File: src/rtl/ovl_fetch_pkg.sv
package ovl_fetch_pkg;

    localparam int FMT_W      = 3;
    localparam int MAX_BURST  = 16;
    localparam int BW_W       = $clog2(MAX_BURST + 1);

    typedef enum logic [1:0] {
        ST_IDLE,
        ST_CHECK,
        ST_BURST,
        ST_DONE
    } agen_state_t;

    // Largest burst in words for a pixel-format code.
    function automatic logic [BW_W-1:0] burst_cap(input logic [FMT_W-1:0] code);
        logic [BW_W-1:0] cap;
        case (code)
            3'd0:                cap = BW_W'(4);
            3'd1, 3'd2, 3'd3:    cap = BW_W'(8);
            default:             cap = BW_W'(MAX_BURST);
        endcase
        return cap;
    endfunction

endpackage

File: src/rtl/ovl_burst_sizer.sv
module ovl_burst_sizer
    import ovl_fetch_pkg::*;
#(
    parameter int LEN_W = 16
) (
    input  logic [FMT_W-1:0] fmt,
    input  logic [LEN_W-1:0] rem_bytes,
    output logic [BW_W-1:0]  words,
    output logic [LEN_W-1:0] chunk_bytes
);

    logic [LEN_W:0]   rem_words;
    logic [BW_W-1:0]  cap;

    always_comb begin
        cap       = burst_cap(fmt);
        rem_words = ({1'b0, rem_bytes} + (LEN_W+1)'(3)) >> 2;
        if (rem_words <= (LEN_W+1)'(cap)) begin
            words       = BW_W'(rem_words);
            chunk_bytes = rem_bytes;
        end else begin
            words       = cap;
            chunk_bytes = LEN_W'({cap, 2'b00});
        end
    end

endmodule

File: src/rtl/ovl_win_hit.sv
module ovl_win_hit #(
    parameter int COORD_W = 12
) (
    input  logic [COORD_W-1:0] pix_x,
    input  logic [COORD_W-1:0] pix_y,
    input  logic [COORD_W-1:0] left,
    input  logic [COORD_W-1:0] top,
    input  logic [COORD_W-1:0] right,
    input  logic [COORD_W-1:0] bottom,
    output logic               hit
);

    logic in_x, in_y;

    always_comb begin
        in_x = (pix_x >= left) && (pix_x <= right);
        in_y = (pix_y >= top)  && (pix_y <= bottom);
        hit  = in_x && in_y;
    end

endmodule

File: src/rtl/ovl_fetch_fsm.sv
module ovl_fetch_fsm
    import ovl_fetch_pkg::*;
#(
    parameter int ADDR_W = 32,
    parameter int LEN_W  = 16
) (
    input  logic              clk,
    input  logic              rst_n,
    input  logic              frame_start,
    input  logic [ADDR_W-1:0] cfg_start_addr,
    input  logic [ADDR_W-1:0] cfg_end_addr,
    input  logic [LEN_W-1:0]  cfg_line_bytes,
    input  logic [LEN_W-1:0]  cfg_skip_bytes,
    input  logic [FMT_W-1:0]  cfg_fmt,
    input  logic              req_ready,
    input  logic [BW_W-1:0]   size_words,
    input  logic [LEN_W-1:0]  size_chunk,
    output logic [FMT_W-1:0]  fmt_q,
    output logic [LEN_W-1:0]  rem_q,
    output logic              req_valid,
    output logic [ADDR_W-1:0] req_addr,
    output logic [BW_W-1:0]   req_words,
    output logic              frame_end
);

    agen_state_t       state, state_nxt;
    logic [ADDR_W-1:0] addr_q, end_q;
    logic [LEN_W-1:0]  line_q, skip_q;
    logic              line_last;
    logic              accept;

    assign line_last = (size_chunk == rem_q);
    assign accept    = (state == ST_BURST) && req_ready;

    // State register
    always_ff @(posedge clk or negedge rst_n) begin
        if (!rst_n) state <= ST_IDLE;
        else        state <= state_nxt;
    end

    // Transitions
    always_comb begin
        state_nxt = state;
        if (frame_start) begin
            state_nxt = ST_CHECK;                       // frame_go
        end else begin
            unique case (state)
                ST_IDLE:  state_nxt = ST_IDLE;
                ST_CHECK: begin
                    if ((addr_q >= end_q) || (line_q == '0))
                        state_nxt = ST_DONE;            // frame_stop
                    else
                        state_nxt = ST_BURST;           // line_go
                end
                ST_BURST: begin
                    if (req_ready && line_last)
                        state_nxt = ST_CHECK;           // line_wrap
                    else
                        state_nxt = ST_BURST;           // burst_next / hold
                end
                ST_DONE:  state_nxt = ST_IDLE;          // retire
            endcase
        end
    end

    // Address and line counters
    always_ff @(posedge clk or negedge rst_n) begin
        if (!rst_n) begin
            addr_q <= '0;
            end_q  <= '0;
            line_q <= '0;
            skip_q <= '0;
            rem_q  <= '0;
            fmt_q  <= '0;
        end else if (frame_start) begin
            addr_q <= cfg_start_addr;
            end_q  <= cfg_end_addr;
            line_q <= cfg_line_bytes;
            skip_q <= cfg_skip_bytes;
            rem_q  <= cfg_line_bytes;
            fmt_q  <= cfg_fmt;
        end else if (accept) begin
            if (line_last) begin
                addr_q <= addr_q + ADDR_W'(size_chunk) + ADDR_W'(skip_q);
                rem_q  <= line_q;
            end else begin
                addr_q <= addr_q + ADDR_W'(size_chunk);
                rem_q  <= rem_q - size_chunk;
            end
        end
    end

    // Outputs
    always_comb begin
        req_valid = (state == ST_BURST);
        frame_end = (state == ST_DONE);
        req_addr  = addr_q;
        req_words = size_words;
    end


    hold_req_chk: assert property (@(posedge clk) disable iff (!rst_n)
        req_valid && !req_ready && !frame_start |=>
            req_valid && $stable(req_addr) && $stable(req_words));


    burst_cap_chk: assert property (@(posedge clk) disable iff (!rst_n)
        req_valid |-> (req_words != '0) && (req_words <= burst_cap(fmt_q)));


    line_bound_chk: assert property (@(posedge clk) disable iff (!rst_n)
        req_valid |-> (size_chunk != '0) && (size_chunk <= rem_q));


    end_pulse_chk: assert property (@(posedge clk) disable iff (!rst_n)
        frame_end |=> !frame_end);


    reload_chk: assert property (@(posedge clk) disable iff (!rst_n)
        frame_start |=> (req_addr == $past(cfg_start_addr)) && !req_valid);

endmodule

File: src/rtl/ovl_fetch_agen.sv
module ovl_fetch_agen
    import ovl_fetch_pkg::*;
#(
    parameter int ADDR_W  = 32,
    parameter int LEN_W   = 16,
    parameter int COORD_W = 12
) (
    input  logic               clk,
    input  logic               rst_n,
    input  logic               frame_start,
    input  logic [ADDR_W-1:0]  cfg_start_addr,
    input  logic [ADDR_W-1:0]  cfg_end_addr,
    input  logic [LEN_W-1:0]   cfg_line_bytes,
    input  logic [LEN_W-1:0]   cfg_skip_bytes,
    input  logic [2:0]         cfg_fmt,
    input  logic               req_ready,
    output logic               req_valid,
    output logic [ADDR_W-1:0]  req_addr,
    output logic [4:0]         req_words,
    output logic               frame_end,
    input  logic [COORD_W-1:0] pix_x,
    input  logic [COORD_W-1:0] pix_y,
    input  logic [COORD_W-1:0] win_left,
    input  logic [COORD_W-1:0] win_top,
    input  logic [COORD_W-1:0] win_right,
    input  logic [COORD_W-1:0] win_bottom,
    output logic               win_hit
);

    logic [FMT_W-1:0] fmt_q;
    logic [LEN_W-1:0] rem_q;
    logic [BW_W-1:0]  size_words;
    logic [LEN_W-1:0] size_chunk;

    ovl_burst_sizer #(.LEN_W(LEN_W)) u_sizer (
        .fmt         (fmt_q),
        .rem_bytes   (rem_q),
        .words       (size_words),
        .chunk_bytes (size_chunk)
    );

    ovl_fetch_fsm #(.ADDR_W(ADDR_W), .LEN_W(LEN_W)) u_fsm (
        .clk            (clk),
        .rst_n          (rst_n),
        .frame_start    (frame_start),
        .cfg_start_addr (cfg_start_addr),
        .cfg_end_addr   (cfg_end_addr),
        .cfg_line_bytes (cfg_line_bytes),
        .cfg_skip_bytes (cfg_skip_bytes),
        .cfg_fmt        (cfg_fmt),
        .req_ready      (req_ready),
        .size_words     (size_words),
        .size_chunk     (size_chunk),
        .fmt_q          (fmt_q),
        .rem_q          (rem_q),
        .req_valid      (req_valid),
        .req_addr       (req_addr),
        .req_words      (req_words),
        .frame_end      (frame_end)
    );

    ovl_win_hit #(.COORD_W(COORD_W)) u_hit (
        .pix_x  (pix_x),
        .pix_y  (pix_y),
        .left   (win_left),
        .top    (win_top),
        .right  (win_right),
        .bottom (win_bottom),
        .hit    (win_hit)
    );

endmodule

File: config.mk
export PLATFORM = sky130hd
export DESIGN_NAME = ovl_fetch_agen
export DESIGN_NICKNAME = d
export VERILOG_FILES = /design/src/rtl/ovl_fetch_pkg.sv /design/src/rtl/ovl_burst_sizer.sv /design/src/rtl/ovl_win_hit.sv /design/src/rtl/ovl_fetch_fsm.sv /design/src/rtl/ovl_fetch_agen.sv
export SDC_FILE = /design/constraint.sdc
export NUM_CORES = 1
export LEC_CHECK = 0
export BUFFER_PORTS_ARGS = -buffer_cell sky130_fd_sc_hd__buf_2
export CAP_MARGIN = 20
export CELL_PAD_IN_SITES_DETAIL_PLACEMENT = 0
export CELL_PAD_IN_SITES_GLOBAL_PLACEMENT = 1
export CORE_MARGIN = 8
export CORE_UTILIZATION = 45
export DETAILED_ROUTE_END_ITERATION = 10
export PLACE_DENSITY_LB_ADDON = 0.25
export SYNTH_ARGS = -nofsm -noshare
export SYNTH_HDL_FRONTEND = slang
export SYNTH_SLANG_ARGS = --single-unit
File: constraint.sdc
create_clock -name clk -period 16.5 [get_ports clk]
set_clock_uncertainty 0.2 [all_clocks]
set_input_delay 0.825 -clock clk [delete_from_list [all_inputs] [get_ports clk]]
set_output_delay 0.825 -clock clk [all_outputs]
set_load 0.01 [all_outputs]
Yosys cells after proc, flatten, opt, wreduce, memory -nomap -nowiden

Cells that the tools add are included.

Add/subtract/negate cells: 4
Multipliers: 0
Div/mod/pow operators: 0
Order comparisons: 6
Eq/ne operators: 7
Shift operators: 0
Mux-type cells: 13
Bitwise gates (word level): 0
Reduce and logical (&&, ||, !) cells: 12

Operators by type and width:

| kind                    | number |
|---|---|
| $mux W32                | 3 |
| $add A32 B16 Y32        | 2 |
| $mux W16                | 4 |
| $ge A32 B32 Y1          | 1 |
| $ge A12 B12 Y1          | 2 |
| $le A12 B12 Y1          | 2 |
| $add A16 B2 Y17 const B | 1 |
| $eq A16 B16 Y1          | 1 |
| $logic_not A16 Y1       | 1 |
| $sub A16 B16 Y16        | 1 |
| $le A15 B5 Y1           | 1 |
| $pmux W5 S2             | 1 |
| $eq A3 B2 Y1 const B    | 2 |
| $pmux W2 S3             | 1 |
| $logic_and A1 B1 Y1     | 5 |
| $mux W5                 | 1 |
| $eq A2 B2 Y1 const B    | 2 |
| $mux W2                 | 2 |
| $eq A3 B1 Y1 const B    | 1 |
| $logic_not A3 Y1        | 1 |
| $reduce_or A3 Y1        | 1 |
| $eq A2 B1 Y1 const B    | 1 |
| $logic_not A2 Y1        | 1 |
| $reduce_bool A2 Y1      | 1 |
| 3 further kinds         | 3 |

Bits in registers: 117
Bits in latches: 0
Memory bits (writable): 0
ROM bits: 0
Input port bits: 175
Output and inout bits: 40
Word-level logic and storage cells: 49
Memories kept: 0

Depth between registers and ports, before layout

Gate-level depths: netlist of run 1.

Word-level depth: 10
Mapped depth: 31
Gate-level depth less buffers: 29

Hierarchy

Synthesis of run 1 repeated with hierarchy kept, for this count alone.

Cell total of the unflattened synthesis: 1266
Area, all modules: 10430.0 um^2

By module, submodules not included:

| module          | times used | cells an instance | area each (um^2) | seq. area each (um^2) |
|---|---|---|---|---|
| ovl_fetch_fsm   | 1          | 1035              | 8767.2           | 2927.8 |
| ovl_win_hit     | 1          | 161               | 1168.6           | 0.0 |
| ovl_burst_sizer | 1          | 70                | 494.2            | 0.0 |

Worst setup path before layout of run 1

Ideal clock, no wire load.

Kind: reg2reg
Start point: register u_fsm.rem_q[1]
End point: register u_fsm.addr_q[17] (netlist: u_fsm.req_addr[17])
Library setup time: 0.087 ns
Arrival: 5.924 ns
Required time: 16.213 ns
Setup slack: 10.289 ns
Cell stages (with the launch flop): 31
Buffers on the path: 2
Period minus slack after synthesis: 6.211 ns
Cell sequence: dfrtp_1 -> buf_2 -> o211ai_2 -> inv_1 -> and3_1 -> xor2_1 -> ha_1 -> nand3_1 -> a21oi_2 -> a21oi_2 -> a2111o_1 -> clkbuf_1 -> nor2_1 -> ha_1 -> a211oi_1 -> o21ai_1 -> a21o_1 -> a21o_1 -> a21o_1 -> a21oi_1 -> xnor2_1 -> ha_1 -> nand2_1 -> o32ai_1 -> o21ai_1 -> o21ai_0 -> a21o_1 -> nand3_1 -> xnor2_1 -> or4_1 -> o211ai_1

Word-level cells in the longest chain between the ends: 8
Elaborated cells on any way between the ends: 9
Classes of those cells: add/sub (3); order compare (1); eq/ne (1); mux (4)

Ends and longest elaborated chain:

| element                  | line                                     | source |
|---|---|---|
| start: declaration       | ovl_fetch_fsm.sv:19                      | `output logic [LEN_W-1:0] rem_q,` |
| start signal: assignment | ovl_fetch_fsm.sv:80                      | `rem_q <= cfg_line_bytes;` |
| start signal: assignment | ovl_fetch_fsm.sv:85                      | `rem_q <= line_q;` |
| start signal: assignment | ovl_fetch_fsm.sv:88                      | `rem_q <= rem_q - size_chunk;` |
| $add A16 B2 Y17          | ovl_burst_sizer.sv:17                    | `rem_words = ({1'b0, rem_bytes} + (LEN_W+1)'(3)) >> 2;` |
| $le A15 B5 Y1            | ovl_burst_sizer.sv:18                    | `if (rem_words <= (LEN_W+1)'(cap)) begin` |
| $mux W16                 | ovl_burst_sizer.sv:18                    |  |
| $add A32 B16 Y32         | ovl_fetch_fsm.sv:84, ovl_fetch_fsm.sv:87 |  |
| $add A32 B16 Y32         | ovl_fetch_fsm.sv:84                      | `addr_q <= addr_q + ADDR_W'(size_chunk) + ADDR_W'(skip_q);` |
| $mux W32 *               | ovl_fetch_fsm.sv:83                      | `if (line_last) begin` |
| $mux W32 *               | ovl_fetch_fsm.sv:82                      | `end else if (accept) begin` |
| $mux W32 *               | ovl_fetch_fsm.sv:75                      | `end else if (frame_start) begin` |
| end signal: assignment   | ovl_fetch_fsm.sv:76                      | `addr_q <= cfg_start_addr;` |
| end signal: assignment   | ovl_fetch_fsm.sv:84                      |  |
| end signal: assignment   | ovl_fetch_fsm.sv:87                      | `addr_q <= addr_q + ADDR_W'(size_chunk);` |
| end: declaration         | ovl_fetch_fsm.sv:27                      | `logic [ADDR_W-1:0] addr_q, end_q;` |

Mark *: on every way between the ends. The rest lies on a longest branch, timed or not. The select of a mux whose other input is x is not followed.
A chain may end at the register's enable or synchronous reset.

Final worst setup path of run 1

Start point: register u_fsm.rem_q[1]
End point: register u_fsm.addr_q[26] (netlist: u_fsm.req_addr[26])

The elaborated chain is that of the path after synthesis.

==> flow_metrics.py, run 1 <==
metrics = {
    "outcome": {
        "status": "complete, no violations",
    },
    "place": {
        "dp_hpwl_um": 23600,
        "port_buffers": 214,
        "preCtsSetupSlack_ns": 9.65,
        "place.gp.congestion": 0.874,
        "postPlaceCellArea_um2": 11500,
    },
    "final_layout": {
        "syn_to_final_growth_pct": 19.6,
        "diodes": 0,
        "final_nets": 1730,
        "nFillCells": 2183,
        "layout_common_cells": "buf_2 (212), nand2_1 (138), ha_1 (121)",
        "final_area_um2": 12100,
        "final_common_cell": "buf_2",
        "layout-drive-gt1-share": 0.204,
        "final_util": 0.541,
    },
    "routing": {
        "dr.pass1.iters": 5,
        "drt_iter0_markers": 622,
        "ant_nets": 0,
        "num_vias": 9652,
        "via_per_inst": 5.58,
        "drc": 0,
        "drt_wl_total_um": 30600,
        "wl_per_cell_um": 17.7,
    },
    "global_route": {
        "grt_antenna_before_repair": 0,
        "grt_pass1_wl_um": 50000,
        "grt_pass1_vias": 9533,
        "grt.overflow.total": 0,
        "grt_use_total": 0.220,
        "grt_max_degree": 93,
    },
    "synthesis": {
        "synth_area_per_cell_um2": 8.22,
        "synth-edff-count": 0,
        "synth.top_cells.by_area": "dfrtp_1 (29%), ha_1 (15%), nand2_1 (5.1%), o21ai_0 (4.6%), inv_1 (4.2%)",
        "synthesis.area_um2": 10100,
        "ys_ff_latch": 117,
        "syn_inst": 1231,
        "synthFlopType": "dfrtp_1",
        "netlist.area_leader.share": 0.289,
        "ys_seq_area_frac": 0.289,
        "synth_largest_area_cell": "dfrtp_1",
        "yosys_warnings": 0,
        "synth_async_sr_flop_share": 1.00,
        "synth.distinct_cells": 79,
    },
    "floorplanning": {
        "fp-row-count": 55,
        "die-height_um": 166,
        "die_area_um2": 27600,
        "core_um2": 22400,
        "io_pins": 215,
        "die_x_um": 166,
        "start_util": 0.453,
    },
    "power": {
        "switching_share": 0.352,
        "comb_power_share": 0.343,
        "netSwitchingPower_w": 0.000412,
        "p_clk_frac": 0.354,
        "power.density_nw_per_um2": 96.7,
        "seq_power_share": 0.304,
        "internal_power_w": 0.000758,
        "ir_worst_vdd_uv": 63.0,
        "total_leakage_power_nw": 5.92,
    },
    "cts": {
        "post_cts_resized": 0,
        "clk_pin_slew_worst_paths_ns": 0.06,
        "post_cts_buffers": 0,
        "clock_path_buffers": 2,
        "clk_latency_ns": 0.42,
        "numCtsBuffers": 17,
        "cts-root-buf": "clkbuf_16",
        "cts_hold_buf": 0,
        "clock-sinks": 117,
        "tritoncts": "built",
        "cts_max_level": 4,
    },
    "timing": {
        "slew_violations": 0,
        "finalCritPeriodShare": 0.422,
        "setup_viol": 0,
        "tightest_slew_ns": 1.02,
        "timing.hold.ws_ns": 0.251,
        "grt_setup_unrepaired": "false",
        "fmax_mhz": 143,
        "setup_tns_ns": 0,
        "slew_headroom": 0.321,
        "min_period_ns": 6.97,
        "finalHoldViolCount": 0,
        "timing.final.ws_setup_ns": 9.53,
    },
    "critical_path": {
        "arrival_ns": 7.07,
        "worstSetupEndpointType": "register",
        "path_class": "reg -> reg",
        "crit_required_ns": 16.60,
        "path_max_fanout": 12,
        "path_common_cell": "ha_1",
        "worstSetupStartpointType": "register",
        "cpPeakStageDelay_ns": 0.68,
        "cp_slowest_cell": "a2111oi_4",
    },
    "job": {
        "drv_cap": 0,
    },
    "worst_hold_path": {
        "hold_class": "in -> async",
    },
}
Yosys cell counts (all sizes together), types with 5 or more instances:
cell type / n
xor2: 23
nand2b: 13
nand2: 138
a2111oi: 6
buf: 9
nand3: 27
nor2b: 14
o21bai: 6
nand4: 19
nor2: 71
or3: 9
o21ai: 136
xnor2: 21
o211ai: 18
o21a: 6
ha: 121
nor3: 26
nor4: 13
mux2i: 13
a31oi: 11
and2: 8
and3: 13
mux2: 28
and4: 5
clkbuf: 37
a21o: 39
a211oi: 20
inv: 112
dfrtp: 117
a21oi: 75
nor3b: 5
stage by stage:
stage | total power, W | instances
floorplan | 0.000632 | 1239
global route | 0.00124 | 1730
global placement | 0.000752 | 1698
finish | 0.00117 | 1730
CTS | 0.00117 | 1730
detailed placement | 0.000754 | 1698
flip-flops by register name, indices dropped and copies added, names as in the netlist:
name / flops
u_fsm.end_q: 32
u_fsm.req_addr: 32
u_fsm.line_q: 16
u_fsm.rem_q: 16
u_fsm.skip_q: 16
u_fsm.fmt_q: 3
u_fsm.state: 2
path summary, 6_finish.rpt:
kind / start / to / slack, ns / cells past startpoint
max in group asynchronous: rst_n / u_fsm.req_addr[25]$_DFFE_PN0P_ / 14.52 / 2
max reg2reg: u_fsm.rem_q[1]$_DFFE_PN0P_ / u_fsm.req_addr[26]$_DFFE_PN0P_ / 9.53 / 28
min: rst_n / u_fsm.end_q[3]$_DFFE_PN0P_ / 0.25 / 1
min reg2reg: u_fsm.skip_q[10]$_DFFE_PN0P_ / u_fsm.skip_q[10]$_DFFE_PN0P_ / 0.32 / 1
min in group clk: u_fsm.skip_q[10]$_DFFE_PN0P_ / u_fsm.skip_q[10]$_DFFE_PN0P_ / 0.32 / 1
max: u_fsm.rem_q[1]$_DFFE_PN0P_ / u_fsm.req_addr[26]$_DFFE_PN0P_ / 9.53 / 28
critical path: cells and delay by family, from the launching register on:
family	cells	cell delay [ns]
compound gates	11	2.64
xor+xnor	2	0.32
fa+ha+maj	4	1.20
buf+inv	1	0.10
flops	1	0.47
mux	1	0.23
simple gates	9	1.67
per-layer routing:
| layer | track usage | wire (um) | up-vias | share of wire |
|---|---|---|---|---|
| met5 | 0 | 0 | - | 0 |
| met4 | 0.0593 | 518 | 0 | 0.017 |
| met3 | 0.0383 | 1610 | 30 | 0.053 |
| met2 | 0.353 | 13700 | 278 | 0.45 |
| met1 | 0.302 | 14700 | 4507 | 0.48 |
| li1 | - | - | 4837 | - |
logic make-up after synthesis:
| kind of cell | synth area share |
|---|---|
| AO/OA/AOI/OAI | 0.233 |
| XOR/XNOR | 0.0381 |
| adder cells (fa/ha/maj) | 0.153 |
| buffers and inverters | 0.0593 |
| flip-flops | 0.289 |
| multiplexers | 0.0440 |
| other | 0.000742 |
| AND/OR/NAND/NOR | 0.182 |
power by group through the flow:
| stage | logic, W | registers [W] | clock network (W) |
|---|---|---|---|
| 2_1_floorplan | 0.000285 | 0.000346 | 0 |
| 3_3_place_gp | 0.000393 | 0.000360 | 0 |
| 3_5_place_dp | 0.000394 | 0.000359 | 0 |
| 4_1_cts | 0.000397 | 0.000355 | 0.000420 |
| 5_1_grt | 0.000452 | 0.000360 | 0.000433 |
| 6_report | 0.000401 | 0.000355 | 0.000414 |
area by class of cell:
cell class	instances	area [um2]	area share
multi-input cells	964	6630	0.547
inverters	112	420	0.0347
well taps	285	357	0.0295
clock inverters	12	201	0.0166
flip-flops and latches	117	2930	0.242
repair buffers	220	1120	0.0929
clock buffers	20	447	0.0369
(Power assumes the default switching activity.)
==> inputs of run 2 (changes only) <==
- CORE_UTILIZATION: 45 -> 37
- clock period: 16.5 -> 6.3 ns (I/O delays scaled with it)
==> run 2 against run 1 <==
Die area is 19% higher; sequential power grew to 2.6 times the previous value; wire length is 9.3% higher; via count is 4.5% higher; utilization is 3.8 points lower; clock-buffer cell count is 4 higher; global-route usage is 2.0 points lower; total power grew to 2.8 times the previous value; combinational power grew to 3.1 times the previous value; worst setup slack worse by 9.2 ns.
==> flow_metrics.py, run 2 (same netlist as run 1, synthesis figures left out) <==
metrics = {
    "global_route": {
        "grt_use_total": 0.201,
        "grt.overflow.total": 0,
        "grt_pass1_vias": 10294,
        "grt_antenna_before_repair": 0,
        "grt_max_degree": 67,
        "grt_pass1_wl_um": 54300,
    },
    "critical_path": {
        "cpPeakStageDelay_ns": 0.43,
        "r2r_start": "u_fsm.rem_q[0]$_DFFE_PN0P_",
        "crit_end": "u_fsm.req_addr[17]$_DFFE_PN0P_",
        "reg2regPathDepth": 28,
        "critical_path_depth": 28,
        "critPathLaunch": "u_fsm.rem_q[0]$_DFFE_PN0P_",
        "crit_required_ns": 6.43,
        "cp_top_family": "compound AO/OA/AOI/OAI gates",
        "path_class": "reg -> reg",
        "path_common_cell": "buf_4",
        "worstSetupEndpointType": "register",
        "path_buf_inv": 5,
        "cp_slowest_cell": "dfrtp_2",
        "worstReg2RegEnd": "u_fsm.req_addr[17]$_DFFE_PN0P_",
        "worstSetupStartpointType": "register",
        "path_max_fanout": 11,
        "arrival_ns": 6.15,
        "ff2ff_setup_slack_ns": 0.28,
    },
    "timing": {
        "finalCritPeriodShare": 0.955,
        "fmax_mhz": 166,
        "setup_tns_ns": 0,
        "min_period_ns": 6.02,
        "finalHoldViolCount": 0,
        "slew_violations": 0,
        "grt_setup_unrepaired": "true",
        "slew_headroom": 0.419,
        "tightest_slew_ns": 0.872,
        "setup_viol": 0,
    },
    "cts": {
        "clock-sinks": 117,
        "clk_pin_slew_worst_paths_ns": 0.06,
        "numCtsBuffers": 17,
        "clk_latency_ns": 0.42,
        "cts_max_level": 4,
        "clock_path_buffers": 2,
        "cts-root-buf": "clkbuf_16",
        "tritoncts": "built",
    },
    "final_layout": {
        "fin_cells": 1916,
        "diodes": 0,
        "final_nets": 1861,
        "syn_to_final_growth_pct": 34.1,
        "layout_common_cells": "buf_2 (212), nand2_1 (136), ha_1 (116), dfrtp_1 (116), inv_1 (112)",
        "final_common_cell": "buf_2",
        "layout-drive-gt1-share": 0.230,
    },
    "worst_hold_path": {
        "hp-start": "cfg_line_bytes[14]",
        "hold_class": "in -> reg",
    },
    "place": {
        "dp_hpwl_um": 25100,
        "port_buffers": 214,
        "dp.cells": 1779,
        "place.gp.congestion": 0.918,
    },
    "outcome": {
        "status": "complete, no violations",
    },
    "power": {
        "fin_total_pwr_w": 0.00322,
        "ir_worst_vdd_uv": 158,
        "total_leakage_power_nw": 6.49,
        "power.density_nw_per_um2": 238,
    },
    "routing": {
        "ant_nets": 0,
        "num_vias": 10091,
        "drt_wl_total_um": 33400,
        "via_per_inst": 5.27,
        "wl_per_cell_um": 17.4,
        "drc": 0,
        "dr.pass1.iters": 4,
        "drt_iter0_markers": 569,
    },
    "floorplanning": {
        "start_util": 0.376,
        "die_x_um": 181,
        "die_area_um2": 32900,
        "core_um2": 27000,
        "die-height_um": 181,
        "fp-row-count": 60,
        "io_pins": 215,
    },
    "job": {
        "drv_cap": 0,
    },
}
==> run 2: changes by cell type in the layout (fill, tap and decap cells not counted), moves of 4 or more <==
cell	delta
dlygate4sd3_1	+97
buf_4	+33
o21ai_0	-7
a21oi_1	-5
a21oi_2	+5
clkbuf_8	+5
ha_1	-5
o21ai_2	+4
==> run 2: stage by stage <==
step                instance area (um2)  utilization  hold WS, ns  setup slack, ns
finish                            13600        0.504       0.0246            0.282
global placement                  11700        0.435        0.226           0.0687
floorplan                         10200            -       -0.181           0.0895
CTS                               13300        0.495       0.0200         -0.00330
global route                      13600        0.504       0.0384          -0.0984
detailed placement                11700        0.435        0.227          -0.0586
==> run 2: layer usage <==
metal | track usage | wire, um
met5 | 0 | 0
met4 | 0.0420 | 348
met2 | 0.334 | 15600
met3 | 0.0365 | 1660
met1 | 0.269 | 15800
==> run 2: how the worst min path moves through the flow <==
stage	to	slack (ns)	cells past startpoint
detailed placement	u_fsm.skip_q[0]$_DFFE_PN0P_	0.23	1
global route	u_fsm.rem_q[14]$_DFFE_PN0P_	0.04	3
CTS	u_fsm.req_addr[20]$_DFFE_PN0P_	0.02	4
finish	u_fsm.line_q[14]$_DFFE_PN0P_	0.02	3
floorplan	u_fsm.end_q[0]$_DFFE_PN0P_	-0.18	0
global placement	u_fsm.skip_q[0]$_DFFE_PN0P_	0.23	1
==> run 2: what timing repair did <==
| item | in CTS | in global routing |
|---|---|---|
| pin swaps | 1 | 17 |
| setup endpoints to repair | 7 | 19 |
| gates resized for setup | 4 | 44 |
| setup buffers | 2 | 7 |
| gates cloned | 0 | 0 |
| hold endpoints to repair | 162 | 0 |
| hold buffers | 97 | 0 |
==> run 2: worst register-to-register path, delay by kind of cell, from the launching register on <==
family	cells	cell delay (ns)
adder cells (fa/ha/maj)	3	0.90
flip-flops	1	0.43
XOR/XNOR	3	0.48
AND/OR/NAND/NOR	6	1.20
buffers and inverters	5	0.75
AO/OA/AOI/OAI	11	1.95
==> run 2: cell type report <==
cell class                      count  area, um2
Clock buffer                       24        512
Clock inverter                      7        118
Fill cell                        2626      13400
Inverter                          112        420
Multi-Input combinational cell    964       6810
Sequential cell                   117       2930
Tap cell                          341        427
Timing Repair Buffer              351       2350
==> run 2: power breakdown <==
part / internal, W / leakage [nW] / switching [W] / total [W]
Clock: 0.000683 / 0.301 / 0.000373 / 0.00106
Combinational: 0.000569 / 4.79 / 0.000673 / 0.00124
Sequential: 0.000828 / 1.40 / 0.0000988 / 0.000927
==> inputs of run 3 (changes only) <==
- CELL_PAD_IN_SITES_DETAIL_PLACEMENT: 0 -> unset
- CELL_PAD_IN_SITES_GLOBAL_PLACEMENT: 1 -> unset
- CORE_UTILIZATION: 37 -> 45
==> run 3 against run 2 <==
Hold slack got worse by 0.0088 ns; total power decreased by 6.0%; utilization increased by 8.6 points; worst setup slack improved by 0.024 ns; register-to-register slack improved by 0.02 ns; critical endpoint is now u_fsm.req_addr[29]$_DFFE_PN0P_; largest cell class unchanged; highest routed layer unchanged.
==> flow_metrics.py, run 3 (same netlist as run 1, synthesis figures left out) <==
metrics = {
    "final_layout": {
        "final_common_cell": "buf_2",
        "diodes": 0,
        "syn_to_final_growth_pct": 30.4,
        "fin_cells": 1847,
        "layout_common_cells": "buf_2 (212), nand2_1 (138), ha_1 (121)",
        "final_nets": 1848,
        "layout-drive-gt1-share": 0.208,
        "final_area_um2": 13200,
    },
    "timing": {
        "fmax_mhz": 167,
        "setup_viol": 0,
        "setup_tns_ns": 0,
        "slew_headroom": 0.352,
        "slew_violations": 0,
        "finalHoldViolCount": 0,
        "finalCritPeriodShare": 0.951,
        "min_period_ns": 5.99,
        "tightest_slew_ns": 0.972,
    },
    "cts": {
        "clock-sinks": 117,
        "clk_pin_slew_worst_paths_ns": 0.06,
        "cts_max_level": 4,
        "numCtsBuffers": 17,
        "cts-root-buf": "clkbuf_16",
        "clock_path_buffers": 2,
        "tritoncts": "built",
        "clk_latency_ns": 0.42,
    },
    "routing": {
        "drc": 0,
        "ant_nets": 0,
        "dr.pass1.iters": 5,
        "via_per_inst": 5.50,
        "drt_iter0_markers": 693,
        "wl_per_cell_um": 17.4,
        "num_vias": 10158,
        "drt_wl_total_um": 32200,
    },
    "critical_path": {
        "arrival_ns": 6.06,
        "path_common_cell": "ha_1",
        "crit_required_ns": 6.37,
        "cp_slowest_cell": "fa_1",
        "path_max_fanout": 6,
        "path_class": "reg -> reg",
        "worstSetupEndpointType": "register",
        "worstSetupStartpointType": "register",
        "cpPeakStageDelay_ns": 0.44,
    },
    "job": {
        "drv_cap": 0,
    },
    "global_route": {
        "grt.overflow.total": 0,
        "grt_antenna_before_repair": 0,
        "grt_util_met3": 0.0444,
        "met1_usage": 0.299,
        "met2_usage": 0.395,
        "busiest_layer": "met2",
        "grt_pass1_wl_um": 52900,
        "grt_pass1_vias": 10309,
        "grt_use_total": 0.231,
        "grt_max_degree": 99,
    },
    "place": {
        "postPlaceCellArea_um2": 11600,
        "place.gp.congestion": 0.910,
        "dp_hpwl_um": 23900,
        "dp.cells": 1716,
        "port_buffers": 214,
    },
    "floorplanning": {
        "die-height_um": 166,
        "io_pins": 215,
        "start_util": 0.453,
        "core_um2": 22400,
        "die_x_um": 166,
        "die_area_um2": 27600,
        "fp-row-count": 55,
    },
    "power": {
        "ir_worst_vdd_uv": 207,
        "fin_total_pwr_w": 0.00303,
        "power.density_nw_per_um2": 230,
        "total_leakage_power_nw": 6.40,
    },
    "worst_hold_path": {
        "hold_class": "in -> reg",
    },
    "outcome": {
        "status": "complete, no violations",
    },
}
-- run 3: timing repair --
| action | CTS | global route |
|---|---|---|
| setup endpoints to repair | 0 | 17 |
| resized for setup | 0 | 17 |
| hold endpoints to repair | 160 | 0 |
| buffers inserted | 0 | 3 |
| hold buffers | 97 | 0 |
-- run 3: layout make-up --
class                   count  area [um2]
inverters                 112         420
clock inverters            10         106
repair buffers            338        2250
flip-flops and latches    117        2930
clock buffers              21         460
fillers                  2021        9170
multi-input cells         964        6670
well taps                 285         357
-- run 3: where the power goes --
group / leakage [nW] / switching [W] / total (W) / internal, W
combinational: 4.73 / 0.000632 / 0.00115 / 0.000522
sequential: 1.40 / 0.0000977 / 0.000926 / 0.000828
clock: 0.282 / 0.000356 / 0.000952 / 0.000596
-- run 3: through the flow --
step / hold WS, ns / setup WS (ns) / util
floorplan: -0.181 / 0.0895 / -
global placement: 0.190 / 0.0756 / 0.518
detailed placement: 0.188 / 0.0571 / 0.518
CTS: 0.0166 / 0.00499 / 0.587
global route: 0.0422 / -0.00303 / 0.590
finish: 0.0158 / 0.306 / 0.590
-- run 3: path summary, 6_finish.rpt --
kind	startpoint	to	slack, ns	depth (start not counted)
worst max-delay path	u_fsm.rem_q[0]$_DFFE_PN0P_	u_fsm.req_addr[29]$_DFFE_PN0P_	0.31	27
worst min-delay path	cfg_line_bytes[14]	u_fsm.line_q[14]$_DFFE_PN0P_	0.02	3
worst max register to register	u_fsm.rem_q[0]$_DFFE_PN0P_	u_fsm.req_addr[29]$_DFFE_PN0P_	0.31	27
worst min register to register	u_fsm.end_q[0]$_DFFE_PN0P_	u_fsm.end_q[0]$_DFFE_PN0P_	0.32	1
max in group asynchronous	rst_n	u_fsm.rem_q[6]$_DFFE_PN0P_	4.32	3
min in group asynchronous	rst_n	u_fsm.end_q[6]$_DFFE_PN0P_	0.25	2
-- run 3: metal layers --
layer	routed length, um	share of wire	vias up
li1	-	-	5057
met1	15000	0.46	4802
met2	15100	0.47	270
met3	1740	0.054	29
met5	0	0	-
met4	383	0.012	0
-- run 3: critical path: cells and delay by family (launching register included) --
kind,cells,cell delay (ns)
AO/OA/AOI/OAI,14,2.31
adder cells (fa/ha/maj),4,1.36
AND/OR/NAND/NOR,5,0.90
flip-flops,1,0.43
XOR/XNOR,2,0.30
multiplexers,1,0.25
buffers and inverters,1,0.07
